$ cat src/rtl/canrx_fifo_pkg.sv
package canrx_fifo_pkg;

  parameter int WORD_W = 32;

  typedef struct packed {
    logic [WORD_W-1:0] id;
    logic [WORD_W-1:0] ctrl;
    logic [WORD_W-1:0] d0;
    logic [WORD_W-1:0] d1;
  } rx_frame_t;

endpackage

$ cat src/rtl/canrx_fifo_ctrl.sv
module canrx_fifo_ctrl #(
  parameter int DEPTH = 6
) (
  input  logic                             clk,
  input  logic                             rst,
  input  logic                             en,
  input  logic                             push_req,
  input  logic                             pop_req,
  output logic                             push_ok,
  output logic                             pop_ok,
  output logic [$clog2(DEPTH)-1:0]         wr_ptr,
  output logic [$clog2(DEPTH)-1:0]         rd_ptr,
  output logic [$clog2(DEPTH)-1:0]         rd_next,
  output logic [$clog2(DEPTH+1)-1:0]       count,
  output logic [$clog2(DEPTH+1)-1:0]       count_nxt
);

  localparam int PTR_W = $clog2(DEPTH);
  localparam int CNT_W = $clog2(DEPTH + 1);
  localparam logic [PTR_W-1:0] LAST_PTR = PTR_W'(DEPTH - 1);
  localparam logic [CNT_W-1:0] FULL_CNT = CNT_W'(DEPTH);
  localparam logic [CNT_W-1:0] ONE_CNT  = CNT_W'(1);

  function automatic logic [PTR_W-1:0] bump(input logic [PTR_W-1:0] p);
    return (p == LAST_PTR) ? '0 : p + 1'b1;
  endfunction

  // a pop needs a stored frame; a push needs a free slot or a pop alongside
  always_comb begin
    pop_ok  = en && pop_req && (count != '0);
    push_ok = en && push_req && ((count != FULL_CNT) || pop_ok);
    rd_next = bump(rd_ptr);
    case ({push_ok, pop_ok})
      2'b10:   count_nxt = count + ONE_CNT;
      2'b01:   count_nxt = count - ONE_CNT;
      default: count_nxt = count;
    endcase
  end

  always_ff @(posedge clk) begin
    if (rst || !en) begin
      wr_ptr <= '0;
      rd_ptr <= '0;
      count  <= '0;
    end else begin
      if (push_ok) wr_ptr <= bump(wr_ptr);
      if (pop_ok)  rd_ptr <= rd_next;
      count <= count_nxt;
    end
  end

endmodule

$ cat src/rtl/canrx_fifo_store.sv
module canrx_fifo_store
  import canrx_fifo_pkg::*;
#(
  parameter int DEPTH = 6
) (
  input  logic                       clk,
  input  logic                       rst,
  input  logic                       push_ok,
  input  logic                       pop_ok,
  input  logic [$clog2(DEPTH)-1:0]   wr_ptr,
  input  logic [$clog2(DEPTH)-1:0]   rd_next,
  input  logic [$clog2(DEPTH+1)-1:0] count,
  input  rx_frame_t                  wr_frame,
  output rx_frame_t                  win
);

  localparam int CNT_W = $clog2(DEPTH + 1);
  localparam logic [CNT_W-1:0] ONE_CNT = CNT_W'(1);

  rx_frame_t mem [DEPTH];
  logic      load_mem;
  logic      load_wr;

  // window source: the stored successor, or the incoming frame when it
  // becomes the oldest one (empty queue, or last frame popped as it arrives)
  always_comb begin
    load_mem = pop_ok && (count > ONE_CNT);
    load_wr  = push_ok && ((count == '0) || (pop_ok && (count == ONE_CNT)));
  end

  always_ff @(posedge clk) begin
    if (push_ok) mem[wr_ptr] <= wr_frame;
  end

  always_ff @(posedge clk) begin
    if (rst) begin
      win <= '0;
    end else if (load_mem) begin
      win <= mem[rd_next];
    end else if (load_wr) begin
      win <= wr_frame;
    end
  end

endmodule

$ cat src/rtl/canrx_fifo_flags.sv
module canrx_fifo_flags #(
  parameter int DEPTH      = 6,
  parameter int WARN_LEVEL = 5
) (
  input  logic                       clk,
  input  logic                       rst,
  input  logic                       en,
  input  logic [$clog2(DEPTH+1)-1:0] count,
  input  logic [$clog2(DEPTH+1)-1:0] count_nxt,
  input  logic                       push_req,
  input  logic                       push_ok,
  input  logic                       clr_warn,
  input  logic                       clr_ovf,
  output logic                       irq_avail,
  output logic                       irq_warn,
  output logic                       irq_ovf
);

  localparam int CNT_W = $clog2(DEPTH + 1);
  localparam logic [CNT_W-1:0] WARN_CNT = CNT_W'(WARN_LEVEL);
  localparam logic [CNT_W-1:0] PRE_WARN = CNT_W'(WARN_LEVEL - 1);

  logic warn_hit;
  logic ovf_hit;

  always_comb begin
    warn_hit = (count == PRE_WARN) && (count_nxt == WARN_CNT);
    ovf_hit  = en && push_req && !push_ok;
  end

  always_ff @(posedge clk) begin
    if (rst || !en) begin
      irq_avail <= 1'b0;
      irq_warn  <= 1'b0;
      irq_ovf   <= 1'b0;
    end else begin
      irq_avail <= (count_nxt != '0);
      if (warn_hit)      irq_warn <= 1'b1;
      else if (clr_warn) irq_warn <= 1'b0;
      if (ovf_hit)       irq_ovf  <= 1'b1;
      else if (clr_ovf)  irq_ovf  <= 1'b0;
    end
  end

endmodule

$ cat src/rtl/canrx_fifo.sv
module canrx_fifo
  import canrx_fifo_pkg::*;
#(
  parameter int DEPTH      = 6,
  parameter int WARN_LEVEL = 5
) (
  input  logic              clk,
  input  logic              rst,
  input  logic              fifo_en,
  input  logic              wr_valid,
  input  logic [WORD_W-1:0] wr_id,
  input  logic [WORD_W-1:0] wr_ctrl,
  input  logic [WORD_W-1:0] wr_data0,
  input  logic [WORD_W-1:0] wr_data1,
  input  logic              clr_avail,
  input  logic              clr_warn,
  input  logic              clr_ovf,
  output logic [WORD_W-1:0] win_id,
  output logic [WORD_W-1:0] win_ctrl,
  output logic [WORD_W-1:0] win_data0,
  output logic [WORD_W-1:0] win_data1,
  output logic              irq_avail,
  output logic              irq_warn,
  output logic              irq_ovf
);

  localparam int PTR_W = $clog2(DEPTH);
  localparam int CNT_W = $clog2(DEPTH + 1);

  logic             push_ok;
  logic             pop_ok;
  logic [PTR_W-1:0] wr_ptr;
  logic [PTR_W-1:0] rd_ptr;
  logic [PTR_W-1:0] rd_next;
  logic [CNT_W-1:0] count;
  logic [CNT_W-1:0] count_nxt;
  rx_frame_t        wr_frame;
  rx_frame_t        win;

  always_comb begin
    wr_frame.id   = wr_id;
    wr_frame.ctrl = wr_ctrl;
    wr_frame.d0   = wr_data0;
    wr_frame.d1   = wr_data1;
    win_id    = win.id;
    win_ctrl  = win.ctrl;
    win_data0 = win.d0;
    win_data1 = win.d1;
  end

  // clearing the available flag is the pop request
  canrx_fifo_ctrl #(.DEPTH(DEPTH)) u_ctrl (
    .clk       (clk),
    .rst       (rst),
    .en        (fifo_en),
    .push_req  (wr_valid),
    .pop_req   (clr_avail),
    .push_ok   (push_ok),
    .pop_ok    (pop_ok),
    .wr_ptr    (wr_ptr),
    .rd_ptr    (rd_ptr),
    .rd_next   (rd_next),
    .count     (count),
    .count_nxt (count_nxt)
  );

  canrx_fifo_store #(.DEPTH(DEPTH)) u_store (
    .clk      (clk),
    .rst      (rst),
    .push_ok  (push_ok),
    .pop_ok   (pop_ok),
    .wr_ptr   (wr_ptr),
    .rd_next  (rd_next),
    .count    (count),
    .wr_frame (wr_frame),
    .win      (win)
  );

  canrx_fifo_flags #(.DEPTH(DEPTH), .WARN_LEVEL(WARN_LEVEL)) u_flags (
    .clk       (clk),
    .rst       (rst),
    .en        (fifo_en),
    .count     (count),
    .count_nxt (count_nxt),
    .push_req  (wr_valid),
    .push_ok   (push_ok),
    .clr_warn  (clr_warn),
    .clr_ovf   (clr_ovf),
    .irq_avail (irq_avail),
    .irq_warn  (irq_warn),
    .irq_ovf   (irq_ovf)
  );

endmodule

$ cat config.mk
export PLATFORM = sky130hd
export DESIGN_NAME = canrx_fifo
export DESIGN_NICKNAME = d
export VERILOG_FILES = /design/src/rtl/canrx_fifo_pkg.sv /design/src/rtl/canrx_fifo_ctrl.sv /design/src/rtl/canrx_fifo_store.sv /design/src/rtl/canrx_fifo_flags.sv /design/src/rtl/canrx_fifo.sv
export SDC_FILE = /design/constraint.sdc
export NUM_CORES = 1
export LEC_CHECK = 0
export BUFFER_PORTS_ARGS = -buffer_cell sky130_fd_sc_hd__buf_2
export CORE_ASPECT_RATIO = 0.9
export CORE_MARGIN = 5
export CORE_UTILIZATION = 32
export DETAILED_ROUTE_END_ITERATION = 8
export GPL_TIMING_DRIVEN = 0
export HOLD_SLACK_MARGIN = 0.05
export PLACE_DENSITY = 0.51
export REMOVE_ABC_BUFFERS = 1
export SKIP_LAST_GASP = 1
export SYNTH_ARGS = -nofsm -noshare
export SYNTH_HDL_FRONTEND = slang
export SYNTH_SLANG_ARGS = --single-unit
export TNS_END_PERCENT = 1
$ cat constraint.sdc
create_clock -name clk -period 22.3 [get_ports clk]
set_input_delay 4.46 -clock clk [delete_from_list [all_inputs] [get_ports clk]]
set_output_delay 4.46 -clock clk [all_outputs]
set_load 0.02 [all_outputs]
==> results.yml, run 1 <==
run_status:
  status: "complete, no violations"
logic_synthesis:
  synth_top_cell_by_area: "edfxtp_1"
  synth_most_common_cell: "edfxtp_1"
  synth_edf_count: 768
  synth_area_leaders: "edfxtp_1 (64%), dfxtp_1 (7.8%), mux2i_1 (6.4%)"
  ys_seq_elements: 908
  synthTopCellsByCount: "edfxtp_1 (768), mux2i_1 (230), a21oi_1 (161)"
  synthDistinctLibCells: 48
  syn_inst: 2141
  yosysWarnings: 0
  synth_top_area_share_pct: 64.17
  synth_ff_type: "edfxtp_1"
  syn_area_per_cell_um2: 16.79
  async_reset_ff_share_pct: 0
  synthesis.area_um2: 35940
  synth-seq-area-share_pct: 71.97
pwr:
  power_frac_clock_pct: 43.9
  power_uw: 3602
  p_seq_share_pct: 52.1
  p_leak_uw: 0.01425
  ir_drop_uv: 59.95
  p_sw_uw: 746.3
  combinationalPowerShare_pct: 4.0
  switching_share_pct: 20.72
  p_per_area_nw_per_um2: 83.01
  p_int_uw: 2856
global_routing:
  grt_util_met2_pct: 25.12
  grt_util_met3_pct: 3.404
  track_usage_pct: 14.85
  gr-usage-met1_pct: 19.40
  grt_busiest_layer: "met2"
  overflow: 0
  antenna_found_initial: 13
  grt_pass1_wl_mm: 134.6
  grt_pass1_vias: 20940
  grt_max_degree: 82
finish:
  synthToLayoutAreaGrowth_pct: 20.75
  fin_nets: 2610
  final_layout_size_suffix_gt1_share_pct: 29.46
  finalInstanceArea_um2: 43390
  final_core_util_pct: 38.98
setup_path:
  worstPathCellList: "buf_2 > and2_1 > nand2_1 > nor4_2 > buf_4 > buf_6 > buf_4 > buf_6 > buf_4 > buf_4 > buf_4"
  startpoint: "wr_valid"
  reg2reg_depth: 12
  worst_path_most_repeated_cell: "buf_4"
  path_max_fanout: 7
  crit_arrival_ns: 7.22
  cp-endpoint: "u_store.mem[0][8]"
  slowest_stage: "nor4_2"
  critical_path_required_ns: 22.66
  path_class: "in2reg"
  path_depth: 11
  crit_buf_inv: 8
  critPathTopFamily: "buffers and inverters"
  startpoint_type: "input pin"
  slowest_delay_ns: 0.86
  worstReg2RegStart: "u_ctrl.count[0]"
  r2r_slack_ns: 18.68
  r2r_end: "u_store.mem[0][8]"
  worstSetupEndpointType: "flip-flop"
sta:
  min_period_over_period_pct: 30.78
  fin_ws_ns: 15.44
  rsz0062_at_grt: "no"
  relSlewSlack_pct: 24.87
  drv_slew: 0
  period_minus_slack_ns: 6.864
  hold_viol: 0
  setup_viol: 0
  skew_ns: 0.01798
  fmax_ghz: 0.1457
  tightest_slew_ns: 1.127
  fin_hold_ws_ns: 0.5343
placed_design:
  pre_cts_ws_ns: 14.75
  place.detailed.hpwl_mm: 54.38
  placed_area_um2: 40230
  io_buffers: 265
  place_congestion: 0.7065
clock_tree:
  cts_setup_buffers: 0
  clkTransAtPathRegs_ns: 0.06
  cts_buffers: 97
  cts.repair.resized: 0
  cts_tree: "built"
  cts.htree.levels: 3
  cts.path.max_buffers: 3
  clock_latency_ns: 0.66
  clkSinkCount: 908
  ctsHoldBuffers: 0
  root_buffer: "clkbuf_16"
floorplan:
  start_util_pct: 32.28
  core_um2: 111300
  die_w_um: 363.2
  io_pins: 266
  row_count: 116
  die_area_um2: 119100
  die_y_um: 327.9
route:
  drt-initial-drc-count: 1169
  vias_per_cell: 4.909
  postRouteAntennaNets: 0
  wl_per_cell_um: 22.27
  drt-pass1-iter-count: 5
  routed_wl_mm: 89.82
  via_count: 19800
  drcViolationCount: 0
hold_path:
  hold_class: "reg2reg"
job:
  maxCapViolCount: 0
-- worst min-delay path by stage --
stage	start	end	depth (start not counted)
finish	u_ctrl.wr_ptr[1]	u_ctrl.wr_ptr[1]	2
global route	u_ctrl.wr_ptr[2]	u_ctrl.wr_ptr[2]	2
CTS	u_ctrl.wr_ptr[2]	u_ctrl.wr_ptr[2]	2
detailed placement	u_ctrl.wr_ptr[2]	u_ctrl.wr_ptr[2]	2
global placement	u_ctrl.wr_ptr[2]	u_ctrl.wr_ptr[2]	2
floorplan	u_ctrl.wr_ptr[2]	u_ctrl.wr_ptr[2]	2
-- placed cells by master, fill, tap and decap left out, types with 8 or more instances in the layout --
master	n
buf_8	13
or2_2	54
nor2_1	37
dfxtp_1	137
a21oi_1	161
clkbuf_8	17
clkbuf_1	39
clkbuf_16	101
buf_12	16
buf_16	28
a221oi_2	20
a211oi_1	104
o21ai_1	20
nor2b_1	29
buf_6	33
buf_4	22
mux2_2	27
buf_2	264
o211ai_2	20
edfxtp_1	768
nand2_1	137
mux4_2	101
clkinv_2	11
o21ai_0	8
mux2i_1	230
or2_0	50
nand2b_1	32
-- cells by family after synthesis --
family / after synthesis / synth area share (%)
compound gates: 359 / 6.956
mux: 359 / 13.64
xor+xnor: 3 / 0.07313
fa+ha+maj: 5 / 0.1741
buf+inv: 150 / 2.152
simple gates: 357 / 5.027
flops: 908 / 71.97
-- tightest hold or removal path, cell delays in order, from the launching register on --
cell and delay (ns):
dfxtp_1 0.35, nand2_1 0.08, a21oi_1 0.06
-- power groups by stage --
stage	clock network [uW]	registers, uW	logic [uW]
finish	1580	1880	145
CTS	1630	1880	148
global placement	0	1930	148
floorplan	0	1930	57.4
global route	1700	1880	157
detailed placement	0	1910	147
-- cell type report --
cell class / instances / area [um2]
antenna: 6 / 15.01
clock buffer: 157 / 2908
clock inverter: 25 / 236.5
fill: 10190 / 67930
inverter: 4 / 30.03
multi-input combinational: 1083 / 9338
sequential: 908 / 25880
tap: 1475 / 1846
timing repair buffer: 376 / 3144
-- metal layers --
layer | vias to the layer above | part of all wire (%)
met5 | - | 0.10
met4 | 12 | 2.0
met3 | 125 | 5.1
met2 | 394 | 49
met1 | 10230 | 43
li1 | 9042 | -
-- flip-flops by register name, summed over array words and instances, names as in the netlist --
signal and cells:
u_ctrl.count 3, u_ctrl.rd_ptr 3, u_ctrl.wr_ptr 3, u_flags.irq_avail 1, u_flags.irq_ovf 1, u_flags.irq_warn 1
u_store.mem 768, u_store.win 128
-- through the flow --
stage	instances	setup TNS [ns]
CTS	4028	0
finish	4034	0
global placement	3735	-2600.35
floorplan	1995	0
global route	4029	0
detailed placement	3846	0
(Power assumes the default switching activity.)
==> run 2: changes to the inputs <==
--- a/config.mk
+++ b/config.mk
@@ -5,6 +5,7 @@
 export SDC_FILE = /design/constraint.sdc
 export NUM_CORES = 1
 export LEC_CHECK = 0
+export ABC_AREA = 1
 export BUFFER_PORTS_ARGS = -buffer_cell sky130_fd_sc_hd__buf_2
 export CORE_ASPECT_RATIO = 0.9
 export CORE_MARGIN = 5
@@ -12,7 +13,7 @@
 export DETAILED_ROUTE_END_ITERATION = 8
 export GPL_TIMING_DRIVEN = 0
 export HOLD_SLACK_MARGIN = 0.05
-export PLACE_DENSITY = 0.51
+export PLACE_DENSITY = 0.52
 export REMOVE_ABC_BUFFERS = 1
 export SKIP_LAST_GASP = 1
 export SYNTH_ARGS = -nofsm -noshare
==> constraint.sdc (replaced) <==
create_clock -name clk -period 5.85 [get_ports clk]
set_input_delay 1.17 -clock clk [delete_from_list [all_inputs] [get_ports clk]]
set_output_delay 1.17 -clock clk [all_outputs]
set_load 0.02 [all_outputs]
==> results.yml, run 2 <==
pwr:
  power_uw: 14010
  p_per_area_nw_per_um2: 322.9
  p_leak_uw: 0.01648
  ir_drop_uv: 246.2
route:
  wl_per_cell_um: 19.28
  via_count: 24500
  routed_wl_mm: 99.54
  drcViolationCount: 0
  vias_per_cell: 4.744
  drt-initial-drc-count: 1702
  drt-pass1-iter-count: 5
  postRouteAntennaNets: 0
logic_synthesis:
  synth_top_cell_by_area: "edfxtp_1"
  synthesis.area_um2: 36400
  synth_most_common_cell: "edfxtp_1"
  yosysWarnings: 0
  synth_ff_type: "edfxtp_1"
  synthDistinctLibCells: 34
  async_reset_ff_share_pct: 0
  syn_inst: 3297
  synth_area_leaders: "edfxtp_1 (63%), dfxtp_1 (7.7%), nand2_1 (7.3%)"
  synth_top_area_share_pct: 63.36
  ys_seq_elements: 908
  synth_edf_count: 768
  syn_area_per_cell_um2: 11.04
  synth-seq-area-share_pct: 71.06
  synthTopCellsByCount: "edfxtp_1 (768), nand2_1 (712), nor2_1 (569)"
global_routing:
  overflow: 0
  grt_util_met3_pct: 2.731
  grt_pass1_wl_mm: 148.4
  grt_max_degree: 129
  gr-usage-met1_pct: 22.46
  grt_busiest_layer: "met2"
  track_usage_pct: 16.15
  antenna_found_initial: 16
  grt_util_met2_pct: 26.35
  grt_pass1_vias: 23300
finish:
  fin_nets: 3720
  final_cell_mix: "edfxtp_1 (768), nand2_1 (712), nor2_1 (569)"
  final_layout_size_suffix_gt1_share_pct: 16.96
  largest_reg_flops: 768
  final_core_util_pct: 38.39
  final_common_cell: "edfxtp_1"
  synthToLayoutAreaGrowth_pct: 19.21
  largest-register: "u_store.mem"
  reg_top3: "u_store.mem: 768 flops, u_store.win: 128 flops"
floorplan:
  start_util_pct: 32.21
  die_y_um: 330.0
  die_w_um: 365.5
  io_pins: 266
  row_count: 117
  die_area_um2: 120600
  core_um2: 113000
sta:
  fmax_ghz: 0.2413
  rsz0062_at_grt: "no"
  finalSetupTns_ns: 0
  hold_viol: 0
  fin_ws_ns: 1.706
  drv_slew: 0
  setup_viol: 0
  fin_hold_ws_ns: 0.4597
  min_period_over_period_pct: 70.84
  skew_ns: 0.01344
  tightest_slew_ns: 1.028
  relSlewSlack_pct: 30.91
  period_minus_slack_ns: 4.144
setup_path:
  startpoint_type: "flip-flop"
  r2r_slack_ns: 1.71
  worstSetupEndpointType: "flip-flop"
  worstPathCellList: "inv_8 > buf_16 > nand2_1 > nand3_4 > buf_16 > buf_16 > inv_6 > buf_16 > o21ai_0 > nand3_1 > nand3_1 > nand2_1 > a21oi_1"
  slowest_stage: "dfxtp_4"
  path_class: "reg2reg"
  reg2reg_depth: 13
  crit_arrival_ns: 4.66
  worst_path_most_repeated_cell: "buf_16"
  worstReg2RegStart: "u_ctrl.rd_ptr[0]"
  critical_path_required_ns: 6.36
  path_max_fanout: 105
  r2r_end: "u_store.win[104]"
  slowest_delay_ns: 0.62
clock_tree:
  root_buffer: "clkbuf_16"
  ctsHoldBuffers: 0
  cts.htree.levels: 3
  cts_buffers: 101
  clock_latency_ns: 0.66
  cts_tree: "built"
  clkSinkCount: 908
  cts.repair.resized: 0
  clkTransAtPathRegs_ns: 0.06
  cts_setup_buffers: 0
  cts.path.max_buffers: 3
placed_design:
  place.detailed.hpwl_mm: 54.91
  io_buffers: 265
  place_congestion: 0.6910
  pre_cts_ws_ns: 1.290
hold_path:
  hp-start: "u_store.win[14]"
  min_to: "u_store.win[14]"
  hold_class: "reg2reg"
  holdPathStages: 2
run_status:
  status: "complete, no violations"
job:
  maxCapViolCount: 0
-- run 2: changes by cell type in the layout (fill, tap and decap cells not counted), sizes merged, moves of 27 or more --
cell    delta
a211oi   -104
a21oi     +51
a221oi    -27
inv       +54
mux2      -27
mux2i    -231
mux4     -101
nand2    +584
nand2b    -32
nand3    +159
nor2     +533
nor2b     -29
o21ai    +338
or2       -53
-- run 2: metal layers --
metal	vias to the layer above	routed length [um]
met5	-	69
met4	10	2053
met3	150	4628
met2	492	46950
met1	11890	45840
li1	11950	-
-- run 2: how the worst max path moves through the flow --
stage	slack, ns	endpoint	from	cells past startpoint
after global placement	-44.57	u_store.win[38]	u_ctrl.rd_ptr[0]	9
after global routing	1.43	u_store.win[104]	u_ctrl.rd_ptr[0]	13
after CTS	1.65	u_store.win[93]	u_ctrl.rd_ptr[0]	13
after detailed placement	1.29	u_store.win[25]	fifo_en	12
final	1.71	u_store.win[104]	u_ctrl.rd_ptr[0]	13
after floorplan	-13.09	u_store.win[0]	u_ctrl.rd_ptr[0]	9
-- run 2: power breakdown --
group	switching, uW	total, uW	internal, uW
registers	48.1	7180	7130
logic	436	628	192
clock network	2570	6210	3640
total	3050	14000	11000
-- run 2: final cells by class --
type	instances	area (um2)
clock buffer	148	2927
clock inverter	43	346.6
sequential	908	25870
multi-input combinational	2124	9374
inverter	55	247.7
antenna	8	20.02
fill	11020	69620
timing repair buffer	390	2745
tap	1487	1861
-- run 2: cells by family (layout without fill, tap and decap cells) --
group,after synthesis,after routing,synth area share (%)
and+or+nand+nor,1512,1512,16.79
DFF,908,908,71.06
AOI/OAI and AO/OA,606,606,8.577
buffers and inverters,265,636,3.376
adders and majority gates,5,5,0.1719
xor gates and xnor gates,1,1,0.02407
other,0,8,0
-- run 2: metrics by stage --
stage                     std cells  cell area (um2)
final                          5163            43390
after global routing           5157            43370
after floorplan                3087            35380
after global placement         4839            38560
after detailed placement       4964            40100
after CTS                      5155            43370
-- run 2: critical path: cells and delay by family (launching register included) --
| family | cells | cell delay, ns |
|---|---|---|
| simple gates | 5 | 0.94 |
| buf+inv | 6 | 1.89 |
| flops | 1 | 0.62 |
| compound gates | 2 | 0.23 |
